===== src/rtl/hundredthsStopwatchPkg.sv =====
package hundredthsStopwatchPkg;

  localparam int DIGIT_W    = 4;
  localparam int NUM_DIGITS = 4;
  localparam int LOW_MOD    = 10;
  localparam int TOP_MOD    = 6;

  // Strobes from the control half to the datapath half
  typedef struct packed {
    logic tick;  // one-cycle advance request from the prescaler
    logic run;   // low while the count is frozen
  } swStrobes_t;

  function automatic int stageModulus(input int idx);
    return (idx == NUM_DIGITS - 1) ? TOP_MOD : LOW_MOD;
  endfunction

endpackage


===== src/rtl/swDigitStage.sv =====
module swDigitStage #(
  parameter int MODULUS = 10,
  parameter int WIDTH   = 4
) (
  input  logic             clk,
  input  logic             rstN,
  input  logic             advance,
  output logic [WIDTH-1:0] value,
  output logic             atMax
);
  localparam logic [WIDTH-1:0] MAX_VAL = WIDTH'(MODULUS - 1);

  logic [WIDTH-1:0] valueQ;

  always_ff @(posedge clk or negedge rstN) begin
    if (!rstN) begin
      valueQ <= '0;
    end else if (advance) begin
      if (valueQ == MAX_VAL) valueQ <= '0;
      else                   valueQ <= valueQ + WIDTH'(1);
    end
  end

  assign value = valueQ;
  assign atMax = (valueQ == MAX_VAL);
endmodule


===== src/rtl/swControl.sv =====
module swControl
  import hundredthsStopwatchPkg::*;
#(
  parameter int TICK_PERIOD = 1000000
) (
  input  logic       clk,
  input  logic       rstN,
  input  logic       pause,
  output swStrobes_t strobes
);
  localparam int CW = (TICK_PERIOD > 1) ? $clog2(TICK_PERIOD) : 1;
  localparam logic [CW-1:0] LAST = CW'(TICK_PERIOD - 1);

  logic [CW-1:0] preCount;
  logic          preWrap;

  assign preWrap = (preCount == LAST);

  // Free-running prescaler; pause never stops it
  always_ff @(posedge clk or negedge rstN) begin
    if (!rstN)        preCount <= '0;
    else if (preWrap) preCount <= '0;
    else              preCount <= preCount + CW'(1);
  end

  always_comb begin
    strobes.tick = preWrap;
    strobes.run  = ~pause;
  end
endmodule


===== src/rtl/swDatapath.sv =====
module swDatapath
  import hundredthsStopwatchPkg::*;
(
  input  logic                       clk,
  input  logic                       rstN,
  input  swStrobes_t                 strobes,
  output logic [NUM_DIGITS-1:0][DIGIT_W-1:0] digits,
  output logic [NUM_DIGITS-1:0]      atMax
);
  logic [NUM_DIGITS-1:0] stageEn;

  assign stageEn[0] = strobes.tick & strobes.run;

  for (genvar g = 0; g < NUM_DIGITS; g++) begin : gStage
    if (g > 0) begin : gChain
      assign stageEn[g] = stageEn[g-1] & atMax[g-1];
    end
    swDigitStage #(
      .MODULUS(stageModulus(g)),
      .WIDTH  (DIGIT_W)
    ) stage_i (
      .clk    (clk),
      .rstN   (rstN),
      .advance(stageEn[g]),
      .value  (digits[g]),
      .atMax  (atMax[g])
    );
  end
endmodule


===== src/rtl/hundredthsStopwatch.sv =====
module hundredthsStopwatch
  import hundredthsStopwatchPkg::*;
#(
  parameter int TICK_PERIOD = 1000000
) (
  input  logic       clk,
  input  logic       rstN,
  input  logic       pause,
  output logic [3:0] digit0,
  output logic [3:0] digit1,
  output logic [3:0] digit2,
  output logic [3:0] digit3,
  output logic [3:0] stageMax
);
  swStrobes_t strobes;
  logic [NUM_DIGITS-1:0][DIGIT_W-1:0] digits;

  swControl #(.TICK_PERIOD(TICK_PERIOD)) ctrl_i (
    .clk    (clk),
    .rstN   (rstN),
    .pause  (pause),
    .strobes(strobes)
  );

  swDatapath dp_i (
    .clk    (clk),
    .rstN   (rstN),
    .strobes(strobes),
    .digits (digits),
    .atMax  (stageMax)
  );

  assign digit0 = digits[0];
  assign digit1 = digits[1];
  assign digit2 = digits[2];
  assign digit3 = digits[3];
endmodule


===== config.mk =====
export PLATFORM = sky130hd
export DESIGN_NAME = hundredthsStopwatch
export DESIGN_NICKNAME = d
export VERILOG_FILES = /design/src/rtl/hundredthsStopwatchPkg.sv /design/src/rtl/swDigitStage.sv /design/src/rtl/swControl.sv /design/src/rtl/swDatapath.sv /design/src/rtl/hundredthsStopwatch.sv
export SDC_FILE = /design/constraint.sdc
export NUM_CORES = 1
export LEC_CHECK = 0
export ABC_CLOCK_PERIOD_IN_PS = 2900
export BUFFER_PORTS_ARGS = -buffer_cell sky130_fd_sc_hd__buf_2
export CORE_AREA = 5 5 79 81
export DETAILED_ROUTE_END_ITERATION = 10
export DIE_AREA = 0 0 84 86
export SKIP_CTS_REPAIR_TIMING = 1
export SYNTH_ARGS = -nofsm -noshare
export SYNTH_HDL_FRONTEND = slang
export SYNTH_SLANG_ARGS = --single-unit

===== constraint.sdc =====
create_clock -name clk -period 2.9 [get_ports clk]
set_clock_uncertainty 0.15 [all_clocks]
set_input_delay 0.145 -clock clk [delete_from_list [all_inputs] [get_ports clk]]
set_output_delay 0.145 -clock clk [all_outputs]
set_load 0.005 [all_outputs]

======== Word-level counts from Yosys, hierarchy flattened ========
Cells that the tools add are included.
storage, ports and cells
  word-level logic and storage cells ...... 25
  register bits after elaboration ......... 36
  bits of input ports ..................... 3
  output and inout bits ................... 20
operators by class
  eq/ne operators ......................... 5
  bitwise operators ....................... 5
  multiplexer cells ....................... 5
  add/subtract/negate cells ............... 5
operators by type and width
  kind                     count
  $add A20 B1 Y20 const B  1
  $eq A20 B20 Y1 const B   1
  $mux W20                 1
  $add A4 B1 Y4 const B    4
  $mux W4                  4
  $eq A4 B4 Y1 const B     3
  $and A1 B1 Y1            4
  $eq A4 B3 Y1 const B     1
  $not A1 Y1               1

======== Longest topological paths before layout ========
Gate-level depths: netlist of the first run.
  depth after elaboration ................. 5
  mapped depth ............................ 8
  depth with buffers taken out ............ 6

======== Hierarchy ========
From an unflattened synthesis of the first run, not the netlist that was laid out.
unflattened totals
  cells, all modules ...................... 169
  area total of the unflattened synthesis .. 1,756.7 µm²
modules (own cells, without submodules)
  module                                     seq. area each (µm²)  times used  area an instance (µm²)  cells each
  swControl                                  500.5                 1           967.2                   97
  swDigitStage (dp_i.gStage[0].stage_i ...)  100.1                 3           191.4                   17
  swDigitStage (dp_i.gStage[3].stage_i)      100.1                 1           185.2                   17
  swDatapath                                 0.0                   1           30.0                    4

======== Least setup slack after synthesis of the first run ========
No wires, ideal clock.
  kind .................................... register to register
  from .................................... register ctrl_i.preCount[0]
  to ...................................... register dp_i.gStage[1].stage_i.valueQ[3]
  data arrival time ....................... 1,784 ps
  clock period less this slack ............ 2,055 ps
  required time ........................... 2,629 ps
  setup time .............................. 121 ps
  stages on the path, launching flop included .. 8
  path slack .............................. 845 ps
  path buffers ............................ 1
  cells stage by stage .................... dfrtp_1 -> ha_1 -> and3_1 -> buf_4 -> nand4_4 -> or4_4 -> a21o_1 -> a22o_1
on the way
  word-level cells in the longest chain between the ends .. 3
ends and longest elaborated chain
  what                    line                source
  from (decl)             swControl.sv:14     logic [CW-1:0] preCount;
  from (signal assigned)  swControl.sv:23     else preCount <= preCount + CW'(1);
  $eq A20 B20 Y1          swControl.sv:17     assign preWrap = (preCount == LAST);
  $and A1 B1 Y1           swDatapath.sv:12    assign stageEn[0] = strobes.tick & strobes.run;
  $and A1 B1 Y1           swDatapath.sv:16    assign stageEn[g] = stageEn[g-1] & atMax[g-1];
  to (signal assigned)    swDigitStage.sv:20  else valueQ <= valueQ + WIDTH'(1);
  to (decl)               swDigitStage.sv:13  logic [WIDTH-1:0] valueQ;
Every way passes these cells.
A chain may end at the register's enable or synchronous reset.

======== Worst setup path after layout of the first run ========
  from .................................... register ctrl_i.preCount[0]
  to ...................................... register dp_i.gStage[3].stage_i.valueQ[1]
on the way
  word-level cells in the longest chain between the ends .. 5
ends and longest elaborated chain
  what                        line
  $eq A20 B20 Y1              swControl.sv:17
  $and A1 B1 Y1               swDatapath.sv:12
  $and A1 B1 Y1 (3 in a row)  swDatapath.sv:16
  to (signal assigned)        swDigitStage.sv:20
  to (decl)                   swDigitStage.sv:13
Every way passes these cells.

==> reports/metrics.cfg, run 1 <==
[status]
outcome=finished, final reports clean

[min_path]
min_path_cells=3
holdPathEnd=dp_i.gStage[0].stage_i.value[0]
hp-class=in -> reg
min_from=pause

[synthesis]
async_flop_share_pct=100
ys_ff_latch=36
yosys.area_share.simple_pct=27.6
yosysTopAreaCell=dfrtp_1
seq_area_frac_synth_pct=49.1
synth.most_common_cell=dfrtp_1
synth_top_family_by_area=simple AND/OR/NAND/NOR gates
synthXorXnorAreaFrac_pct=11.5
yosys.area.top_type_share_pct=49.1
synth_flop_cell=dfrtp_1
synth_fa_ha_area_share_pct=0.683
yosys.cell_types.count=45
synth_common_cells=dfrtp_1 (36), nor2_1 (16), nand3_1 (14), xnor2_1 (14), nand2_1 (13)
muxShareOfSynthArea_pct=2.05
synth_warnings=0
synth_edf_count=0
synth-compound-area-share_pct=5.32
syn_inst=172
syn_area_per_cell_sq_um=10.7
syn_nets=176
netlist_area_sq_mm=0.00183
synth.top_cells.by_area=dfrtp_1 (49%), xnor2_1 (6.7%), xor2_1 (4.8%)

[floorplan]
die_h_um=86
die_width_um=84
rows=27
die_area_sq_mm=0.00722
num_io_pins=23
initial_core_util_pct=33.9
core_sq_mm=0.00541

[final_layout]
seqCellArea_sq_um=901
diodes=0
instances_no_fill=268
multiInputGateArea_sq_um=863
area.growth.synth_to_final_pct=13.6
drive_gt1_share_pct=21.9
nets=200
fill_cells=559

[critical_path]
cp.arrival_ns=2.27
cp.required_ns=2.91
slowest_delay_ns=0.49
critical_path_buf_inv_count=0
worst_setup_path_end_kind=register
path_max_fanout=9
worst_path_max_delay_cell=nor4_4
rr_endpoint=dp_i.gStage[3].stage_i.value[1]
cp_top_family=simple AND/OR/NAND/NOR gates
critical_path_class=reg -> reg
reg2reg_slack_ns=0.64
crit_cells=6
timing.rr.start=ctrl_i.preCount[0]
r2r_cells=6
crit_chain=ha_1, and3_1, nand4_4, nor4_4, nand3_2, mux2_4
start_kind=register

[cts]
clock_latency_ns=0.28
clockBufferDepth=2
cts-root-buf=clkbuf_8
cts_max_level=2
cts_inserted_buffers=5
path_clk_slew_ns=0.07
clock-sinks=36
cts_tree=done

[sta]
slew_headroom_pct=47.9
min_period_ns=2.26
setup_viol=0
fmax_mhz=443
drv_slew=0
max_slew.worst_pin.slew_ns=0.781
rsz0062_at_grt=false
hold_violations=0
post-route-period-util_pct=77.9
finalSetupTns_ns=0

[pwr]
total_power_uw=847
p_leak_nw=0.982
peakVddDrop_mv=0.179
powerDensity_mw_per_mm2=407

[global_routing]
grt_pass1_wl_mm=5.80
grt_max_degree=37
grtUsageTotal_pct=9.93
grt_pass1_vias=1257
antenna_found_initial=0
grt_overflow=0

[placement]
placed_cells=260
place.gp.congestion=0.798
dp_hpwl_mm=2.36
port_buffers=22

[detailed_routing]
first_pass_iters=4
viasPerCell=4.69
vias=1256
drc_errors=0
wire_per_inst_um=11.9
drtIter0Drc=46
wl_mm=3.20
ant_nets=0

[run]
maxCapViolCount=0

[worst min-delay path, stage by stage]
cell	delay [ns]
buf_2	0.09
nor3_1	0.05
xor2_1	0.12
[sequential cells by signal (all words and copies together), names as in the netlist]
| signal | count |
|---|---|
| ctrl_i.preCount | 20 |
| dp_i.gStage.stage_i.value | 16 |
[cell usage in the layout (no fill, tap or decap), types with 2 or more instances in the layout]
cell / netlist / routed
and3_1: 3 / 3
nor4_4: 2 / 2
dfrtp_1: 36 / 36
buf_2: 1 / 22
xnor2_1: 14 / 14
nand4_1: 5 / 5
and3_2: 2 / 2
nor2b_1: 4 / 4
nor2_1: 16 / 16
inv_1: 6 / 6
and4_1: 2 / 2
and4bb_2: 2 / 2
clkbuf_8: 0 / 5
o21ai_0: 2 / 2
xor2_1: 10 / 10
nor3_1: 4 / 4
nand2b_1: 3 / 3
a22o_1: 2 / 2
and2_1: 2 / 2
nand3_1: 14 / 14
nand2_1: 13 / 13
[worst max path at each step]
stage / start / to
finish: ctrl_i.preCount[0] / dp_i.gStage[3].stage_i.value[1]
detailed placement: ctrl_i.preCount[0] / dp_i.gStage[3].stage_i.value[1]
floorplan: ctrl_i.preCount[0] / dp_i.gStage[1].stage_i.value[3]
global placement: ctrl_i.preCount[0] / dp_i.gStage[3].stage_i.value[1]
global route: ctrl_i.preCount[0] / dp_i.gStage[3].stage_i.value[1]
CTS: ctrl_i.preCount[0] / dp_i.gStage[3].stage_i.value[1]
[where the power goes]
group | switching, mW | total [mW] | leakage [nW] | internal [mW]
Sequential | 0.000777 | 0.504 | 0.476 | 0.503
Combinational | 0.0124 | 0.0164 | 0.465 | 0.00403
Clock | 0.164 | 0.327 | 0.0410 | 0.163
[cell families after synthesis]
family	Yosys count
AO/OA/AOI/OAI	13
XOR/XNOR	24
adder cells (fa/ha/maj)	1
buffers and inverters	13
flip-flops	36
multiplexers	3
AND/OR/NAND/NOR	82
[metrics by stage]
step	setup slack [ns]	utilization (%)	hold WS, ns	area [sq um]
CTS	0.614	38.3	-0.180	2070
detailed placement	0.632	36.9	0.124	1990
finish	0.641	38.5	0.0120	2080
global route	0.452	38.5	0.0201	2080
global placement	0.676	36.9	0.127	1990
floorplan	0.845	-	-0.301	1830
[cell type report]
| cell class | count | share of cell area [%] |
|---|---|---|
| multi-input cells | 123 | 41.5 |
| flip-flops and latches | 36 | 43.3 |
| clock inverters | 1 | 0.240 |
| clock buffers | 6 | 3.49 |
| well taps | 72 | 4.33 |
| inverters | 6 | 1.08 |
| repair buffers | 24 | 6.13 |
[routing by layer]
| layer | track usage, % | routed length, um | vias up |
|---|---|---|---|
| met1 | 12.5 | 1570 | 594 |
| met3 | 4.13 | 166 | 0 |
| li1 | - | - | 637 |
| met4 | 2.63 | 0 | 0 |
| met2 | 15.8 | 1460 | 25 |
| met5 | 0 | 0 | - |
Note: power is estimated with default switching activity, not from simulation.
==> run 2: changes to the inputs <==
--- a/config.mk
+++ b/config.mk
@@ -5,7 +5,7 @@
 export SDC_FILE = /design/constraint.sdc
 export NUM_CORES = 1
 export LEC_CHECK = 0
-export ABC_CLOCK_PERIOD_IN_PS = 2900
+export ABC_CLOCK_PERIOD_IN_PS = 2200
 export BUFFER_PORTS_ARGS = -buffer_cell sky130_fd_sc_hd__buf_2
 export CORE_AREA = 5 5 79 81
 export DETAILED_ROUTE_END_ITERATION = 10
==> constraint.sdc (replaced) <==
create_clock -name clk -period 2.2 [get_ports clk]
set_clock_uncertainty 0.15 [all_clocks]
set_input_delay 0.11 -clock clk [delete_from_list [all_inputs] [get_ports clk]]
set_output_delay 0.11 -clock clk [all_outputs]
set_load 0.005 [all_outputs]
==> run 2 against run 1 <==
Effect of this change:
- die area stayed put
- via count grew 2.9%
- core utilization rose by 1.4 points
- sequential share of layout area shrank 1.5 points
- design area is 3.6% higher
- register-to-register slack lost 0.53 ns
- maximum frequency rose by 7.9%
- flip-flop and latch count stayed put
- count of clock-buffer cells in the layout increased by 2
==> reports/metrics.cfg, run 2 (synthesis results as in run 1) <==
[final_layout]
area.growth.synth_to_final_pct=17.7
final_cell_mix=dfrtp_1 (36), buf_2 (22), nor2_1 (16)
drive_gt1_share_pct=24.4  ; +2.5 points
nets=208  ; +4.0%
mostFrequentLayoutCell=dfrtp_1
diodes=0  ; unchanged
fill_cells=552  ; -1.3%
top_register=ctrl_i.preCount
largest_reg_flops=20  ; unchanged

[pwr]
swShare_pct=19.8  ; -1.0 points
peakVddDrop_mv=0.206  ; +15%
pwr-share-comb_pct=2.0  ; about the same
clkPwrFrac_pct=40.4  ; +1.8 points
p_int_uw=924  ; +38%
power_switching_uw=229  ; +29%
powerDensity_mw_per_mm2=535  ; +31%
total_power_mw=1.15  ; +36%
pwr-share-seq_pct=57.6  ; -1.9 points
p_leak_nw=1.02  ; +4.4%

[global_routing]
grtUsageTotal_pct=9.79  ; -0.14 points
antenna_found_initial=0  ; unchanged
grt_pass1_vias=1229  ; -2.2%
grt_max_degree=37  ; unchanged
grt_overflow=0  ; unchanged
grt_pass1_wl_mm=5.75  ; -0.95%

[sta]
max_slew.worst_pin.slew_ns=0.781  ; -0.0000830 ns
fmax_mhz=478  ; +7.9%
drv_slew=0  ; unchanged
rsz0062_at_grt=false
min_period_ns=2.09  ; -0.166 ns
setup_viol=0  ; unchanged
slew_headroom_pct=47.9  ; about the same
post-route-period-util_pct=95.1  ; +17 points
finalSetupTns_ns=0  ; unchanged
hold_violations=0  ; unchanged

[floorplan]
num_io_pins=23  ; unchanged
initial_core_util_pct=33.9  ; unchanged
die_area_sq_mm=0.00722  ; unchanged
rows=27  ; unchanged
die_h_um=86  ; unchanged
die_width_um=84  ; unchanged
core_sq_mm=0.00541  ; unchanged

[cts]
clockBufferDepth=2  ; unchanged
clock-sinks=36  ; unchanged
path_clk_slew_ns=0.07  ; about the same
clock_latency_ns=0.28  ; about the same
cts_max_level=2  ; unchanged
cts_tree=done
cts_inserted_buffers=5  ; unchanged
cts-root-buf=clkbuf_8

[critical_path]
crit_chain=ha_1, and3_1, nand4_4, or4_4, a21o_1, a22o_1
path_max_fanout=5  ; -4
reg2reg_slack_ns=0.11  ; -0.53 ns
cp.arrival_ns=2.12  ; -0.15 ns
slowest_delay_ns=0.53  ; +0.04 ns
cp-startpoint=ctrl_i.preCount[0]
worst_setup_path_end_kind=register
start_kind=register
timing.rr.start=ctrl_i.preCount[0]
cp.required_ns=2.22  ; -0.69 ns
critical_path_class=reg -> reg
worst_path_max_delay_cell=or4_4

[detailed_routing]
drtIter0Drc=45  ; -2.2%
wire_per_inst_um=12.0  ; +0.47%
viasPerCell=4.67  ; -0.40%
vias=1293  ; +2.9%
drc_errors=0  ; unchanged
wl_mm=3.32  ; +3.8%
first_pass_iters=4  ; unchanged
ant_nets=0  ; unchanged

[placement]
dp_hpwl_mm=2.48  ; +5.0%
place.gp.congestion=0.741  ; -7.2%
port_buffers=22  ; unchanged

[run]
maxCapViolCount=0  ; unchanged

[status]
outcome=finished, final reports clean

[min_path]
hp-class=in -> async

run 2: final timing paths:
check,to,depth (start not counted)
max,dp_i.gStage[1].stage_i.value[3],6
min,dp_i.gStage[0].stage_i.value[3],2
max reg2reg,dp_i.gStage[1].stage_i.value[3],6
min reg2reg,ctrl_i.preCount[0],1
max in group asynchronous,ctrl_i.preCount[14],2
min in group clk,ctrl_i.preCount[0],1
run 2: power by group through the flow:
stage | combinational [mW] | sequential, mW | clock (mW)
after detailed placement | 0.0220 | 0.676 | 0
after global routing | 0.0277 | 0.663 | 0.515
after floorplan | 0.00541 | 0.676 | 0
after global placement | 0.0220 | 0.676 | 0
after CTS | 0.0220 | 0.663 | 0.493
final | 0.0231 | 0.664 | 0.466
run 2: cell type report:
class | count | area (sq um) | share of cell area, %
timing repair buffer | 32 | 190 | 8.82
sequential | 36 | 901 | 41.8
inverter | 6 | 22.5 | 1.04
multi-input combinational | 123 | 863 | 40.0
clock buffer | 8 | 90.1 | 4.18
tap | 72 | 90.1 | 4.18
run 2: per-layer routing:
metal | part of all wire, % | vias up | global-route usage (%) | wire length (um)
met5 | 0 | - | 0 | 0
met4 | 0.57 | 0 | 2.63 | 19
met3 | 5.8 | 2 | 3.65 | 193
met2 | 47 | 27 | 16.1 | 1570
met1 | 46 | 607 | 12.2 | 1540
li1 | - | 657 | - | -
run 2: worst max-delay path: cells and delay by family, from the launching register on:
family / cells / cell delay, ns
fa+ha+maj: 1 / 0.21
compound gates: 2 / 0.38
simple gates: 3 / 0.87
flops: 1 / 0.37
run 2: stage by stage:
step / setup slack (ns) / utilization [%] / hold slack [ns] / instances / area (sq um)
detailed placement: 0.115 / 37.9 / 0.0954 / 267 / 2050
floorplan: 0.145 / - / -0.336 / 172 / 1830
CTS: 0.0988 / 39.5 / -0.219 / 275 / 2140
finish: 0.107 / 39.9 / 0.288 / 277 / 2160
global route: 0.00828 / 39.9 / 0.341 / 277 / 2160
global placement: 0.155 / 37.9 / 0.0950 / 267 / 2050
